File: config.mk
export PLATFORM = sky130hd
export DESIGN_NAME = regbank_top
export DESIGN_NICKNAME = d
export VERILOG_FILES = /design/src/rtl/regbank_pkg.sv /design/src/rtl/regbank_field.sv /design/src/rtl/regbank_rdmux.sv /design/src/rtl/regbank_top.sv
export SDC_FILE = /design/constraint.sdc
export NUM_CORES = 1
export LEC_CHECK = 0
export ABC_AREA = 1
export BUFFER_PORTS_ARGS = -buffer_cell sky130_fd_sc_hd__buf_2
export CAP_MARGIN = 20
export CORE_UTILIZATION = 41
export CTS_CLUSTER_SIZE = 14
export DETAILED_ROUTE_END_ITERATION = 16
export PLACE_DENSITY_LB_ADDON = 0.2
export SETUP_SLACK_MARGIN = 0.15
export SKIP_CTS_REPAIR_TIMING = 1
export SLEW_MARGIN = 20
export SYNTH_ARGS = -nofsm -noshare
export SYNTH_HDL_FRONTEND = slang
export SYNTH_SLANG_ARGS = --single-unit
File: constraint.sdc
create_clock -name clk -period 1 [get_ports clk]
set_clock_uncertainty 0.05 [all_clocks]
set_input_delay 0.05 -clock clk [delete_from_list [all_inputs] [get_ports clk]]
set_output_delay 0.05 -clock clk [all_outputs]
set_load 0.01 [all_outputs]
File: src/rtl/regbank_pkg.sv
`timescale 1ns/1ps
package regbank_pkg;
  localparam int DATA_W = 32;
  localparam int BE_W   = DATA_W / 8;

  // word addresses
  localparam int IDX_CTRL = 0;
  localparam int IDX_CMD  = 1;
  localparam int IDX_STAT = 2;
  localparam int IDX_REV  = 3;

  // control register layout
  localparam int RUN_LSB   = 0;
  localparam int MODE_LSB  = 4;
  localparam int MODE_W    = 4;
  localparam int KICK_LSB  = 8;
  localparam int FLUSH_LSB = 24;

  // command register layout
  localparam int TRIG_LSB  = 0;
  localparam int LEVEL_LSB = 8;
  localparam int LEVEL_W   = 8;

  // status register layout
  localparam int BUSY_LSB  = 0;
  localparam int COUNT_LSB = 16;
  localparam int COUNT_W   = 8;
endpackage

File: src/rtl/regbank_field.sv
`timescale 1ns/1ps
module regbank_field
  import regbank_pkg::*;
#(
  parameter int           LSB      = 0,
  parameter int           W        = 1,
  parameter logic [W-1:0] RST_VAL  = '0,
  parameter bit           SELF_CLR = 1'b0
) (
  input  logic              clk,
  input  logic              rst,
  input  logic              wr,
  input  logic [DATA_W-1:0] wdata,
  input  logic [BE_W-1:0]   wbe,
  output logic [W-1:0]      q
);
  logic [DATA_W-1:0] lane_mask;
  logic [W-1:0]      wmask;
  logic [W-1:0]      idle_val;
  logic [W-1:0]      nxt;

  for (genvar l = 0; l < BE_W; l++) begin : g_lane
    assign lane_mask[8*l +: 8] = {8{wbe[l]}};
  end

  assign wmask = lane_mask[LSB +: W];

  if (SELF_CLR) begin : g_pulse
    assign idle_val = '0;
  end else begin : g_hold
    assign idle_val = q;
  end

  always_comb begin
    if (wr) nxt = (wmask & wdata[LSB +: W]) | (~wmask & idle_val);
    else    nxt = idle_val;
  end

  always_ff @(posedge clk) begin
    if (rst) q <= RST_VAL;
    else     q <= nxt;
  end
endmodule

File: src/rtl/regbank_rdmux.sv
`timescale 1ns/1ps
module regbank_rdmux
  import regbank_pkg::*;
#(
  parameter int                ADDR_W   = 4,
  parameter logic [DATA_W-1:0] REVISION = '0
) (
  input  logic [ADDR_W-1:0]  addr,
  input  logic               run,
  input  logic [MODE_W-1:0]  mode,
  input  logic               kick,
  input  logic               flush,
  input  logic               busy,
  input  logic [COUNT_W-1:0] count,
  output logic [DATA_W-1:0]  word
);
  always_comb begin
    word = '0;
    if (addr == ADDR_W'(IDX_CTRL)) begin
      word[RUN_LSB]               = run;
      word[MODE_LSB +: MODE_W]    = mode;
      word[KICK_LSB]              = kick;
      word[FLUSH_LSB]             = flush;
    end else if (addr == ADDR_W'(IDX_STAT)) begin
      word[BUSY_LSB]              = busy;
      word[COUNT_LSB +: COUNT_W]  = count;
    end else if (addr == ADDR_W'(IDX_REV)) begin
      word = REVISION;
    end
    // the command register is write-only and falls through to zero
  end
endmodule

File: src/rtl/regbank_top.sv
`timescale 1ns/1ps
module regbank_top
  import regbank_pkg::*;
#(
  parameter int                ADDR_W   = 4,
  parameter logic [3:0]        MODE_RST = 4'h5,
  parameter logic [31:0]       REVISION = 32'h0003_0102
) (
  input  logic              clk,
  input  logic              rst,
  input  logic              wr_en,
  input  logic [ADDR_W-1:0] wr_addr,
  input  logic [31:0]       wr_data,
  input  logic [3:0]        wr_be,
  input  logic              rd_en,
  input  logic [ADDR_W-1:0] rd_addr,
  output logic [31:0]       rd_data,
  output logic              rd_valid,
  output logic              ctrl_run,
  output logic [3:0]        ctrl_mode,
  output logic              ctrl_kick,
  output logic              ctrl_flush,
  output logic              ctrl_stb,
  output logic              cmd_trig,
  output logic [7:0]        cmd_level,
  output logic              cmd_stb,
  input  logic              stat_busy,
  input  logic [7:0]        stat_count
);
  logic              hit_ctrl;
  logic              hit_cmd;
  logic [DATA_W-1:0] rd_word;

  assign hit_ctrl = wr_en && (wr_addr == ADDR_W'(IDX_CTRL));
  assign hit_cmd  = wr_en && (wr_addr == ADDR_W'(IDX_CMD));

  // control register fields
  regbank_field #(.LSB(RUN_LSB), .W(1), .RST_VAL(1'b0), .SELF_CLR(1'b0)) u_run (
    .clk(clk), .rst(rst), .wr(hit_ctrl), .wdata(wr_data), .wbe(wr_be), .q(ctrl_run));
  regbank_field #(.LSB(MODE_LSB), .W(MODE_W), .RST_VAL(MODE_RST), .SELF_CLR(1'b0)) u_mode (
    .clk(clk), .rst(rst), .wr(hit_ctrl), .wdata(wr_data), .wbe(wr_be), .q(ctrl_mode));
  regbank_field #(.LSB(KICK_LSB), .W(1), .RST_VAL(1'b0), .SELF_CLR(1'b1)) u_kick (
    .clk(clk), .rst(rst), .wr(hit_ctrl), .wdata(wr_data), .wbe(wr_be), .q(ctrl_kick));
  regbank_field #(.LSB(FLUSH_LSB), .W(1), .RST_VAL(1'b0), .SELF_CLR(1'b1)) u_flush (
    .clk(clk), .rst(rst), .wr(hit_ctrl), .wdata(wr_data), .wbe(wr_be), .q(ctrl_flush));

  // command register fields
  regbank_field #(.LSB(TRIG_LSB), .W(1), .RST_VAL(1'b0), .SELF_CLR(1'b1)) u_trig (
    .clk(clk), .rst(rst), .wr(hit_cmd), .wdata(wr_data), .wbe(wr_be), .q(cmd_trig));
  regbank_field #(.LSB(LEVEL_LSB), .W(LEVEL_W), .RST_VAL(8'h00), .SELF_CLR(1'b0)) u_level (
    .clk(clk), .rst(rst), .wr(hit_cmd), .wdata(wr_data), .wbe(wr_be), .q(cmd_level));

  // write strobes, aligned with the field update
  always_ff @(posedge clk) begin
    if (rst) begin
      ctrl_stb <= 1'b0;
      cmd_stb  <= 1'b0;
    end else begin
      ctrl_stb <= hit_ctrl;
      cmd_stb  <= hit_cmd;
    end
  end

  regbank_rdmux #(.ADDR_W(ADDR_W), .REVISION(REVISION)) u_rdmux (
    .addr(rd_addr), .run(ctrl_run), .mode(ctrl_mode), .kick(ctrl_kick),
    .flush(ctrl_flush), .busy(stat_busy), .count(stat_count), .word(rd_word));

  always_ff @(posedge clk) begin
    if (rst) begin
      rd_data  <= '0;
      rd_valid <= 1'b0;
    end else begin
      rd_valid <= rd_en;
      if (rd_en) rd_data <= rd_word;
    end
  end
endmodule

After elaboration in Yosys (flattened, before gate mapping)

Index checks and enable logic that the tools add are counted.

Logic and storage cells: 46
Flip-flop bits (word level): 51
Output and inout port bits: 51
Bits of input ports: 57

Reduce and logical (&&, ||, !) cells: 6
Bitwise logic cells: 16
Equal/unequal tests: 3
Multiplexer cells: 11

Operator list:

| operator                                                              | number |
|---|---|
| 15-bit 2-to-1 mux                                                     | 2 |
| 18-bit 2-to-1 mux                                                     | 1 |
| 8-bit AND                                                             | 2 |
| 8-bit 2-to-1 mux                                                      | 2 |
| 4-bit AND                                                             | 2 |
| 4-bit by 2-bit equality test with 1-bit output, second input constant | 2 |
| 4-bit zero test                                                       | 2 |
| 8-bit NOT                                                             | 1 |
| 8-bit bitwise OR                                                      | 1 |
| 7-bit 2-to-1 mux                                                      | 1 |
| 5-bit 2-to-1 mux                                                      | 1 |
| 1-bit AND                                                             | 4 |
| 4-bit by 1-bit equality test with 1-bit output, second input constant | 1 |
| 4-bit NOT                                                             | 1 |
| 4-bit bitwise OR                                                      | 1 |
| 2-bit OR reduction                                                    | 2 |
| 1-bit 2-to-1 mux                                                      | 3 |
| 3-bit 2-to-1 mux                                                      | 1 |
| 1-bit NOT                                                             | 3 |
| 1-bit logical AND                                                     | 2 |
| 1-bit bitwise OR                                                      | 1 |

Logic depth before layout (Yosys ltp)

Depth in word-level cells: 4
Mapped depth: 7
Mapped depth without buffers: 7

Cells and area by module

Synthesis repeated with hierarchy kept, for this count alone.

Cell total of the unflattened synthesis: 308
Area total of the unflattened synthesis: 2298.5 um2

By module, submodules not included:

| module                      | area each (um2) | seq. area each (um2) | times used | cells an instance |
|---|---|---|---|---|
| regbank_top                 | 1351.3          | 700.7                | 1          | 155 |
| regbank_field (u_level)     | 336.6           | 160.2                | 1          | 51 |
| regbank_rdmux               | 296.5           | 0.0                  | 1          | 57 |
| regbank_field (u_mode)      | 155.1           | 80.1                 | 1          | 22 |
| regbank_field (u_flush ...) | 37.5            | 20.0                 | 3          | 5 |
| regbank_field (u_run)       | 46.3            | 20.0                 | 1          | 8 |

Worst setup path after synthesis

Ideal clock, no wire load.

Path kind: input port to flip-flop
Start: input port rst
End: register rd_data[19]
Library setup time: 0.070 ns
Cell stages on the path: 5
Path slack: 0.262 ns
Data required time: 0.880 ns
Arrival: 0.618 ns
Path buffers: 2
Path through: buf_2 -> inv_2 -> buf_2 -> o21ai_0 -> a21oi_1

RTL lines:

| item                 | line              | source |
|---|---|---|
| from (decl)          | regbank_top.sv:10 | `input logic rst,` |
| to (signal assigned) | regbank_top.sv:74 | `if (rd_en) rd_data <= rd_word;` |
| to (decl)            | regbank_top.sv:17 | `output logic [31:0] rd_data,` |

==> results.ini <==
[synthesis]
synth_fa_ha_area_frac=0
synthSimpleGateAreaFrac=0.300
synth_top_family_by_area=simple AND/OR/NAND/NOR gates
synth-warning-count=0
synth-seq-cells=35
synthDistinctLibCells=21
synth.avg_cell_area_um2=7.26
syn_area_um2=1550
synth_compound_gate_area_share=0.0841
synth_xor_area_frac=0
ys_seq_area_frac=0.453
syn_inst=213
synth.area.mux_share=0

[place]
routabilityCongestion=0.722
dp_slack_ns=0.0266
dp.cells=328
port_buffers=72
dpl.hpwl_mm=2.45
dpl_cell_area_um2=1900

[critical_path]
worstPathCellList=buf_6
crit_type=reg -> out
path_max_fanout=3
reg2reg_to=rd_data[0]$_SDFFE_PP0P_
crit_required_ns=0.90
critPathSlowestCell=dfxtp_2
max_stage_delay_ns=0.36
critPathTopFamily=flip-flops
critPathCaptureType=primary output
crit_buf_inv=1
r2r_slack_ns=0.25
r2r_cells=4
cp_data_arrival_time_ns=0.75
startpoint_type=flip-flop

[detailed_routing]
wirelength_mm=3.86
drtPass1Iterations=6
drt_iter0_markers=90
viasPerCell=4.43
ant_nets=0
drcViolationCount=0
route.vias.total=1590
post_drt_wl_per_cell_um=10.7

[clock_tree]
cts_buffers=5
cts-root-buf=clkbuf_8
h-tree-depth=2
cts.sinks=35
cts_tree=done
clk_latency_ns=0.28
cts.reportedPaths.clkPinSlew_ns=0.07
max-clock-path-buffers=2

[timing]
hold_viol=2
setup_slack_ns=0.150
setup_viol=0
layout_min_cycle_time_ns=0.850
whs_ns=-0.0451
maxSlewViolCount=0
grt_setup_unrepaired=yes
finalCritPeriodShare=0.850
finalSetupTns_ns=0
max_freq_ghz=1.18

[final_layout]
area_delta_synth_final_pct=57.5
final_common_cell=nand2_1
n_fill_cell=312
antennaDiodeCount=0
mostFrequentLayoutCells=55 x nand2_1, 46 x buf_2, 31 x nor2_1, 31 x dfxtp_2, 26 x buf_6
drive_above_1_share=0.415
fin_nets=369
final_area_um2=2440
post-route-util=0.702
finalNonFillerCells=359

[min_path]
whs_path_depth=3
hold_path.class=in -> reg
hold-path-endpoint=rd_data[23]$_SDFFE_PP0P_
hold_start=stat_count[7]

[power_and_ir_drop]
ir_worst_vdd_uv=999
power_density_nw_per_um2=1310
total_power_mw=3.18
leakage_nw=1.24

[floorplanning]
start_util=0.446
die_h_um=63.4
io_pins=108
die-area_um2=4020
die_w_um=63.4
rows=21
core_um2=3470

[global_routing]
antenna_found_initial=0
track_usage=0.176
grt_overflow=0
grt_max_degree=22
first_global_vias=1270
grt_pass1_wl_mm=5.51

[run_status]
violations=hold timing
outcome=finished, violations left

[job]
maxCapViolations=0

==> area by class of cell <==
class / instances / area, um2 / share of cell area
Clock buffer: 6 / 82.6 / 0.0339
Clock inverter: 2 / 35.0 / 0.0144
Inverter: 23 / 86.3 / 0.0354
Multi-Input combinational cell: 147 / 654 / 0.269
Sequential cell: 35 / 739 / 0.304
Tap cell: 46 / 57.6 / 0.0236
Timing Repair Buffer: 100 / 781 / 0.320
==> how the worst max path moves through the flow <==
stage	slack, ns	cells after the start	end	start
after floorplan	0.26	5	rd_data[19]$_SDFFE_PP0P_	rst
after global placement	0.04	5	flip-flop	wr_addr[3]
after detailed placement	0.03	5	flip-flop	wr_addr[3]
after CTS	0.09	1	ctrl_run	flip-flop
after global routing	0.12	1	ctrl_run	flip-flop
final	0.15	1	ctrl_run	flip-flop
==> power by group <==
group          leakage, nW  switching (mW)  internal, mW
logic                0.883           0.206         0.210
clock network       0.0612           0.496         0.806
registers            0.297          0.0243          1.44
total                 1.24           0.727          2.45
==> metal layers <==
metal | vias up | global-route usage | part of all wire
li1 | 821 | - | -
met1 | 709 | 0.216 | 0.42
met2 | 53 | 0.277 | 0.51
met3 | 7 | 0.0580 | 0.057
met4 | 0 | 0.0767 | 0.013
met5 | - | 0 | 0
==> Yosys cell counts <==
cell      instances  area share
nor2_1           31       0.075
nor3_2            2       0.013
dfxtp_1          35        0.45
or2_2             1      0.0040
nand3_1           7       0.023
conb_1            1      0.0024
inv_1            20       0.049
a21oi_1          15       0.049
buf_6             1      0.0073
inv_2             3      0.0073
nor2_4            2       0.015
nand2_1          55        0.13
o21ai_0          11       0.036
clkbuf_1          2      0.0049
nor3_1            1      0.0032
buf_2             3      0.0097
nor4_1            1      0.0040
nor2_2            1      0.0040
nand4_1           3       0.012
buf_4            17       0.083
nand4_4           1       0.014
==> tightest hold or removal path, cell delays in order <==
cell,delay (ns)
buf_2,0.09
nand2_1,0.06
a21oi_1,0.05
==> logic make-up (layout without fill, tap and decap cells) <==
| kind of cell | after synthesis | after routing |
|---|---|---|
| compound gates | 26 | 26 |
| buf+inv | 46 | 131 |
| other cells | 1 | 16 |
| flops | 35 | 35 |
| simple gates | 105 | 105 |
(Power assumes the default switching activity.)
